## config.mk

```make
export PLATFORM = sky130hd
export DESIGN_NAME = cart_bank_mapper
export DESIGN_NICKNAME = d
export VERILOG_FILES = /design/src/rtl/cart_map_pkg.sv /design/src/rtl/mapper_ctrl.sv /design/src/rtl/mapper_xlate.sv /design/src/rtl/cart_bank_mapper.sv
export SDC_FILE = /design/constraint.sdc
export NUM_CORES = 1
export LEC_CHECK = 0
export ABC_AREA = 1
export BUFFER_PORTS_ARGS = -buffer_cell sky130_fd_sc_hd__buf_2
export CORE_AREA = 2 2 66 114
export CTS_BUF_LIST = sky130_fd_sc_hd__clkbuf_4
export DETAILED_ROUTE_END_ITERATION = 6
export DIE_AREA = 0 0 68 116
export PLACE_DENSITY = 0.71
export SETUP_SLACK_MARGIN = 0.15
export SYNTH_ARGS = -nofsm -noshare
export SYNTH_HDL_FRONTEND = slang
export SYNTH_SLANG_ARGS = --single-unit
```

## constraint.sdc

```tcl
create_clock -name clk -period 1.1 [get_ports clk]
set_input_delay 0.33 -clock clk [delete_from_list [all_inputs] [get_ports clk]]
set_output_delay 0.33 -clock clk [all_outputs]
set_load 0.01 [all_outputs]
```

## src/rtl/cart_map_pkg.sv

```systemverilog
package cart_map_pkg;

  typedef enum logic [1:0] {
    RG_ROM_FIX = 2'd0,
    RG_ROM_SW  = 2'd1,
    RG_RAM     = 2'd2,
    RG_NONE    = 2'd3
  } region_e;

  typedef enum logic [1:0] {
    CW_RAMEN  = 2'd0,
    CW_BANKLO = 2'd1,
    CW_SHARED = 2'd2,
    CW_MODE   = 2'd3
  } ctrl_e;

  typedef enum logic [1:0] {
    SRC_OPEN = 2'd0,
    SRC_ROM  = 2'd1,
    SRC_RAM  = 2'd2
  } src_e;

  function automatic region_e region_of(input logic [15:0] a);
    if (!a[15])                 return a[14] ? RG_ROM_SW : RG_ROM_FIX;
    else if (a[15:13] == 3'b101) return RG_RAM;
    else                        return RG_NONE;
  endfunction

endpackage

```

## src/rtl/mapper_ctrl.sv

```systemverilog
module mapper_ctrl
  import cart_map_pkg::*;
#(
  parameter int LO_W = 5,
  parameter int HI_W = 2
) (
  input  logic                 clk,
  input  logic                 rst,
  input  logic                 wr_en,
  input  ctrl_e                sel,
  input  logic [7:0]           wdata,
  output logic                 ram_on,
  output logic                 ram_mode,
  output logic [LO_W+HI_W-1:0] rom_bank,
  output logic [HI_W-1:0]      ram_bank
);

  localparam int BANK_W = LO_W + HI_W;

  logic [LO_W-1:0] lo_q;
  logic [HI_W-1:0] hi_q;

  always_ff @(posedge clk) begin
    if (rst) begin
      ram_on   <= 1'b0;
      ram_mode <= 1'b0;
      lo_q     <= LO_W'(1);
      hi_q     <= '0;
    end else if (wr_en) begin
      unique case (sel)
        CW_RAMEN:  ram_on <= (wdata[3:0] == 4'hA);
        CW_BANKLO: lo_q   <= (wdata[LO_W-1:0] == '0) ? LO_W'(1) : wdata[LO_W-1:0];
        CW_SHARED: hi_q   <= wdata[HI_W-1:0];
        CW_MODE:   ram_mode <= wdata[0];
        default:   ;
      endcase
    end
  end

  // The shared register never moves: the mode only decides which output sees it.
  assign rom_bank = ram_mode ? {{HI_W{1'b0}}, lo_q} : {hi_q, lo_q};
  assign ram_bank = ram_mode ? hi_q : '0;


  lo_nonzero_chk: assert property (@(posedge clk) disable iff (rst)
    rom_bank[LO_W-1:0] != '0);


  mode_conserve_chk: assert property (@(posedge clk) disable iff (rst)
    (wr_en && sel == CW_MODE) |=>
      ((rom_bank[BANK_W-1:LO_W] | ram_bank) == $past(rom_bank[BANK_W-1:LO_W] | ram_bank)));


  same_mode_chk: assert property (@(posedge clk) disable iff (rst)
    (wr_en && sel == CW_MODE && wdata[0] == ram_mode) |=>
      ($stable(rom_bank) && $stable(ram_bank)));

endmodule

```

## src/rtl/mapper_xlate.sv

```systemverilog
module mapper_xlate
  import cart_map_pkg::*;
#(
  parameter int BANK_W   = 7,
  parameter int RBANK_W  = 2,
  parameter int ROM_WIN  = 14,
  parameter int RAM_WIN  = 13,
  parameter int RAM_SIZE = 16384,
  parameter int ROM_AW   = BANK_W + ROM_WIN,
  parameter int RAM_AW   = RBANK_W + RAM_WIN
) (
  input  logic               clk,
  input  logic               rst,
  input  logic [15:0]        cpu_addr,
  input  logic [7:0]         cpu_wdata,
  input  logic               cpu_wr,
  input  logic               cpu_rd,
  input  logic [BANK_W-1:0]  rom_bank,
  input  logic [RBANK_W-1:0] ram_bank,
  input  logic               ram_on,
  output logic [ROM_AW-1:0]  rom_addr,
  output logic               rom_rd,
  output logic [RAM_AW-1:0]  ram_addr,
  output logic               ram_cs,
  output logic               ram_we,
  output logic [7:0]         ram_wdata,
  output src_e               src
);

  region_e           region;
  logic              rd_only;
  logic              rom_hit;
  logic              ram_hit;
  logic              in_range;
  logic [RAM_AW-1:0] ram_off;

  always_comb begin
    region   = region_of(cpu_addr);
    rd_only  = cpu_rd && !cpu_wr;
    ram_off  = {ram_bank, cpu_addr[RAM_WIN-1:0]};
    in_range = (32'(ram_off) < 32'(RAM_SIZE));
    rom_hit  = rd_only && (region == RG_ROM_FIX || region == RG_ROM_SW);
    ram_hit  = (cpu_rd || cpu_wr) && (region == RG_RAM) && ram_on && in_range;
  end

  always_ff @(posedge clk) begin
    if (rst) begin
      rom_addr  <= '0;
      rom_rd    <= 1'b0;
      ram_addr  <= '0;
      ram_cs    <= 1'b0;
      ram_we    <= 1'b0;
      ram_wdata <= '0;
      src       <= SRC_OPEN;
    end else begin
      rom_rd <= rom_hit;
      ram_cs <= ram_hit;
      ram_we <= ram_hit && cpu_wr;
      if (rom_hit)
        rom_addr <= (region == RG_ROM_FIX) ? {{BANK_W{1'b0}}, cpu_addr[ROM_WIN-1:0]}
                                           : {rom_bank, cpu_addr[ROM_WIN-1:0]};
      if (ram_hit)
        ram_addr <= ram_off;
      if (ram_hit && cpu_wr)
        ram_wdata <= cpu_wdata;
      if (rom_hit)                src <= SRC_ROM;
      else if (ram_hit && rd_only) src <= SRC_RAM;
      else                        src <= SRC_OPEN;
    end
  end


  one_target_chk: assert property (@(posedge clk) disable iff (rst)
    $onehot0({rom_rd, ram_cs}));


  ram_gate_chk: assert property (@(posedge clk) disable iff (rst)
    ram_cs |-> $past(ram_on));


  ram_range_chk: assert property (@(posedge clk) disable iff (rst)
    ram_cs |-> (32'(ram_addr) < 32'(RAM_SIZE)));


  fixed_win_chk: assert property (@(posedge clk) disable iff (rst)
    (rom_rd && $past(cpu_addr[15:14] == 2'b00)) |-> (rom_addr[ROM_AW-1:ROM_WIN] == '0));


  sw_win_chk: assert property (@(posedge clk) disable iff (rst)
    (rom_rd && $past(cpu_addr[15:14] == 2'b01)) |-> (rom_addr[ROM_AW-1:ROM_WIN] == $past(rom_bank)));

endmodule

```

## src/rtl/cart_bank_mapper.sv

```systemverilog
module cart_bank_mapper
  import cart_map_pkg::*;
#(
  parameter int ROM_LO_W = 5,
  parameter int SHARE_W  = 2,
  parameter int RAM_SIZE = 16384,
  parameter int ROM_AW   = ROM_LO_W + SHARE_W + 14,
  parameter int RAM_AW   = SHARE_W + 13
) (
  input  logic              clk,
  input  logic              rst,
  input  logic [15:0]       cpu_addr,
  input  logic [7:0]        cpu_wdata,
  input  logic              cpu_wr,
  input  logic              cpu_rd,
  output logic [7:0]        cpu_rdata,
  output logic [ROM_AW-1:0] rom_addr,
  output logic              rom_rd,
  input  logic [7:0]        rom_rdata,
  output logic [RAM_AW-1:0] ram_addr,
  output logic              ram_cs,
  output logic              ram_we,
  output logic [7:0]        ram_wdata,
  input  logic [7:0]        ram_rdata
);

  localparam int BANK_W = ROM_LO_W + SHARE_W;

  logic               ctrl_wr;
  ctrl_e              ctrl_sel;
  logic               ram_on;
  logic               ram_mode;
  logic [BANK_W-1:0]  rom_bank;
  logic [SHARE_W-1:0] ram_bank;
  src_e               src;

  assign ctrl_wr  = cpu_wr && !cpu_addr[15];
  assign ctrl_sel = ctrl_e'(cpu_addr[14:13]);

  mapper_ctrl #(.LO_W(ROM_LO_W), .HI_W(SHARE_W)) u_ctrl (
    .clk      (clk),
    .rst      (rst),
    .wr_en    (ctrl_wr),
    .sel      (ctrl_sel),
    .wdata    (cpu_wdata),
    .ram_on   (ram_on),
    .ram_mode (ram_mode),
    .rom_bank (rom_bank),
    .ram_bank (ram_bank)
  );

  mapper_xlate #(
    .BANK_W   (BANK_W),
    .RBANK_W  (SHARE_W),
    .ROM_WIN  (14),
    .RAM_WIN  (13),
    .RAM_SIZE (RAM_SIZE),
    .ROM_AW   (ROM_AW),
    .RAM_AW   (RAM_AW)
  ) u_xlate (
    .clk       (clk),
    .rst       (rst),
    .cpu_addr  (cpu_addr),
    .cpu_wdata (cpu_wdata),
    .cpu_wr    (cpu_wr),
    .cpu_rd    (cpu_rd),
    .rom_bank  (rom_bank),
    .ram_bank  (ram_bank),
    .ram_on    (ram_on),
    .rom_addr  (rom_addr),
    .rom_rd    (rom_rd),
    .ram_addr  (ram_addr),
    .ram_cs    (ram_cs),
    .ram_we    (ram_we),
    .ram_wdata (ram_wdata),
    .src       (src)
  );

  always_comb begin
    unique case (src)
      SRC_ROM: cpu_rdata = rom_rdata;
      SRC_RAM: cpu_rdata = ram_rdata;
      default: cpu_rdata = 8'hFF;
    endcase
  end


  reset_idle_chk: assert property (@(posedge clk)
    $past(rst) |-> (!rom_rd && !ram_cs && !ram_we));


  open_bus_chk: assert property (@(posedge clk) disable iff (rst)
    (!rom_rd && !ram_cs) |-> (cpu_rdata == 8'hFF));


  ram_mode_zero_chk: assert property (@(posedge clk) disable iff (rst)
    (ram_cs && !$past(ram_mode)) |-> (ram_addr[RAM_AW-1:13] == '0));

endmodule

```

==> results.sh <==
export IMPL_first_pass_iters=4
export IMPL_chipHeight_um=116
export IMPL_cts_sinks=57
export IMPL_critPathLaunch="u_xlate.src[1]"
export IMPL_dp_hpwl_um=4931
export IMPL_cts_hold_buffers_added=0
export IMPL_drc_errors=0
export IMPL_grt_pass1_wl_um=11670
export IMPL_drt_vias_per_instance=4.724
export IMPL_synthTopCellsByArea="dfxtp_1 (48%), nand2_1 (12%), nor2_1 (7.4%)"
export IMPL_critPathCapture="cpu_rdata[3]"
export IMPL_worst_r2r_path_depth=7
export IMPL_path_class="reg -> out"
export IMPL_slowest_stage="dfxtp_2"
export IMPL_final_cell_mix="buf_6 (62), nand2_1 (61), dfxtp_2 (47), buf_2 (45), buf_4 (32)"
export IMPL_end_kind="output pin"
export IMPL_syn_avg_cell_area_um2=7.288
export IMPL_postRouteAntennaNets=0
export IMPL_powerDensity_nw_per_um2=971.8
export IMPL_drv_slew=0
export IMPL_path_cells="buf_6, ha_4, nand2_2, nand3_4, buf_6"
export IMPL_die_w_um=68
export IMPL_ys_ff_latch=57
export IMPL_seq_area_frac_synth_pct=48.18
export IMPL_grtUsageTotal_pct=19.86
export IMPL_drive_above_1_share_pct=61.31
export IMPL_clockRootBuffer="clkbuf_4"
export IMPL_power_total_mw=4.150
export IMPL_drtIter0Drc=94
export IMPL_yosys_warnings=0
export IMPL_clk_path_buf_depth=2
export IMPL_synthToLayoutAreaGrowth_pct=80.30
export IMPL_cp_slowest_stage_delay_ps=340
export IMPL_ir_worst_vdd_uv=709.6
export IMPL_hold_viol=0
export IMPL_violations="negative setup slack"
export IMPL_drt_total_wl_um=7639
export IMPL_grt_max_degree=28
export IMPL_port_buffers=98
export IMPL_core_area_um2=6907
export IMPL_maxCapViolCount=0
export IMPL_routabilityCongestion=0.8382
export IMPL_clock_latency_ps=400
export IMPL_first_global_vias=2646
export IMPL_min_from="cpu_addr[12]"
export IMPL_overflow=0
export IMPL_n_fill_cell=560
export IMPL_period_minus_slack_ps=1659
export IMPL_final_util_pct=61.83
export IMPL_layout_commonest_cell="buf_6"
export IMPL_num_rows=40
export IMPL_r2r_start="u_ctrl.ram_on"
export IMPL_yosysTopAreaCell="dfxtp_1"
export IMPL_grt_antenna_before_repair=0
export IMPL_yosysTopAreaCellShare_pct=48.18
export IMPL_setup_viol=78
export IMPL_avgRoutedWirePerCell_um=13.71
export IMPL_finalNetCount=514
export IMPL_final_cells=557
export IMPL_syn_area_um2=2369
export IMPL_reg2reg_slack_ps=-70
export IMPL_slew_headroom_pct=82.22
export IMPL_start_kind="register"
export IMPL_cts_max_level=3
export IMPL_crit_fanout=8
export IMPL_start_util_pct=34.29
export IMPL_synth_fp_nets=371
export IMPL_fmax_ghz=0.6028
export IMPL_num_antenna_cells=0
export IMPL_syn_inst=325
export IMPL_layout_setup_ws_ps=-559.1
export IMPL_run_status="finished, violations left"
export IMPL_hp_class="in -> reg"
export IMPL_timing_setup_tns_ps=-8947
export IMPL_worstMarginPinSlew_ps=265.7
export IMPL_arrival_ps=1330
export IMPL_required_ps=770
export IMPL_rsz0062_at_grt="true"
export IMPL_design_portCount=99
export IMPL_synth_cell_types=25
export IMPL_dp_cells=514
export IMPL_dieArea_um2=7888
export IMPL_crit_top_cell="buf_6"
export IMPL_cts_buffers=9
export IMPL_path_clk_slew_ps=100
export IMPL_finalCritPeriodShare_pct=150.8
export IMPL_timing_rr_end="u_xlate.ram_wdata[0]"
export IMPL_vias=2631
export IMPL_fin_worst_skew_ps=11.54
export IMPL_p_leak_nw=1.953
export IMPL_cts_tree="yes"
Yosys cell counts (all sizes together):
master	instances
dfxtp	57
nand3	31
inv	38
nand4	12
clkinv	1
nand2	81
nor2	52
clkbuf	4
a21oi	7
buf	10
o21ai	27
nor3	2
o211ai	1
ha	2
power breakdown:
part           switching, mW  internal [mW]
Sequential            0.0268           2.10
Combinational          0.281          0.252
Clock                  0.791          0.703
critical path, delay by kind of cell, from the launching register on:
kind | cells | cell delay [ps]
buf+inv | 2 | 230
flops | 1 | 340
simple gates | 2 | 170
fa+ha+maj | 1 | 200
how the worst min path moves through the flow:
stage                      endpoint  slack [ps]  depth (start not counted)
2_1_floorplan  u_xlate.rom_addr[10]         430                          2
3_3_place_gp   u_xlate.ram_addr[14]         430                          2
3_5_place_dp   u_xlate.ram_addr[14]         430                          2
4_1_cts        u_xlate.rom_addr[10]         110                          3
5_1_grt         u_xlate.rom_addr[7]         140                          3
6_report       u_xlate.rom_addr[12]         130                          3
stage by stage:
stage	instance area, µm²	setup WS, ps	hold WS, ps
6_report	4270	-559.1	132.7
5_1_grt	4270	-606.0	139.0
4_1_cts	4056	-557.5	111.3
3_5_place_dp	3229	-250.7	434.1
3_3_place_gp	3229	-232.4	430.1
2_1_floorplan	2601	-37.84	429.0
registers in the layout, indices dropped and copies added, names as in the netlist:
signal / cells
u_ctrl.hi_q: 2
u_xlate.ram_cs: 1
u_xlate.rom_addr: 21
u_xlate.ram_addr: 15
u_xlate.ram_wdata: 8
u_xlate.ram_we: 1
u_xlate.src: 2
u_ctrl.ram_mode: 1
u_ctrl.lo_q: 5
u_ctrl.ram_on: 1
area by class of cell:
cell class | instances | area [µm²] | area share, %
timing repair inverter | 1 | 16.27 | 0.3809
clock inverter | 6 | 58.81 | 1.377
sequential | 57 | 1211 | 28.36
timing repair buffer | 143 | 1244 | 29.12
tap | 84 | 105.1 | 2.461
multi-input combinational | 217 | 1371 | 32.11
clock buffer | 10 | 75.07 | 1.758
inverter | 39 | 188.9 | 4.424
routing by layer:
layer | track usage (%) | vias to the layer above | part of all wire, %
li1 | - | 1321 | -
met1 | 18.40 | 1200 | 34
met2 | 39.48 | 97 | 58
met3 | 4.563 | 13 | 6.3
met4 | 7.467 | 0 | 1.7
met5 | 0 | - | 0
cells by family (layout without fill, tap and decap cells):
logic type | after synthesis | in the layout | synth area share (%)
flip-flops | 57 | 57 | 48.18
adder cells (fa/ha/maj) | 2 | 2 | 1.056
AND/OR/NAND/NOR | 178 | 180 | 33.86
AO/OA/AOI/OAI | 35 | 35 | 7.501
buffers and inverters | 53 | 199 | 9.402
what timing repair did:
action,in CTS,in global routing
setup buffers,9,13
gates resized for setup,140,39
pin swaps,23,12
cloned,5,0
setup endpoints to repair,80,95
Power figures use the tool's default switching activity.
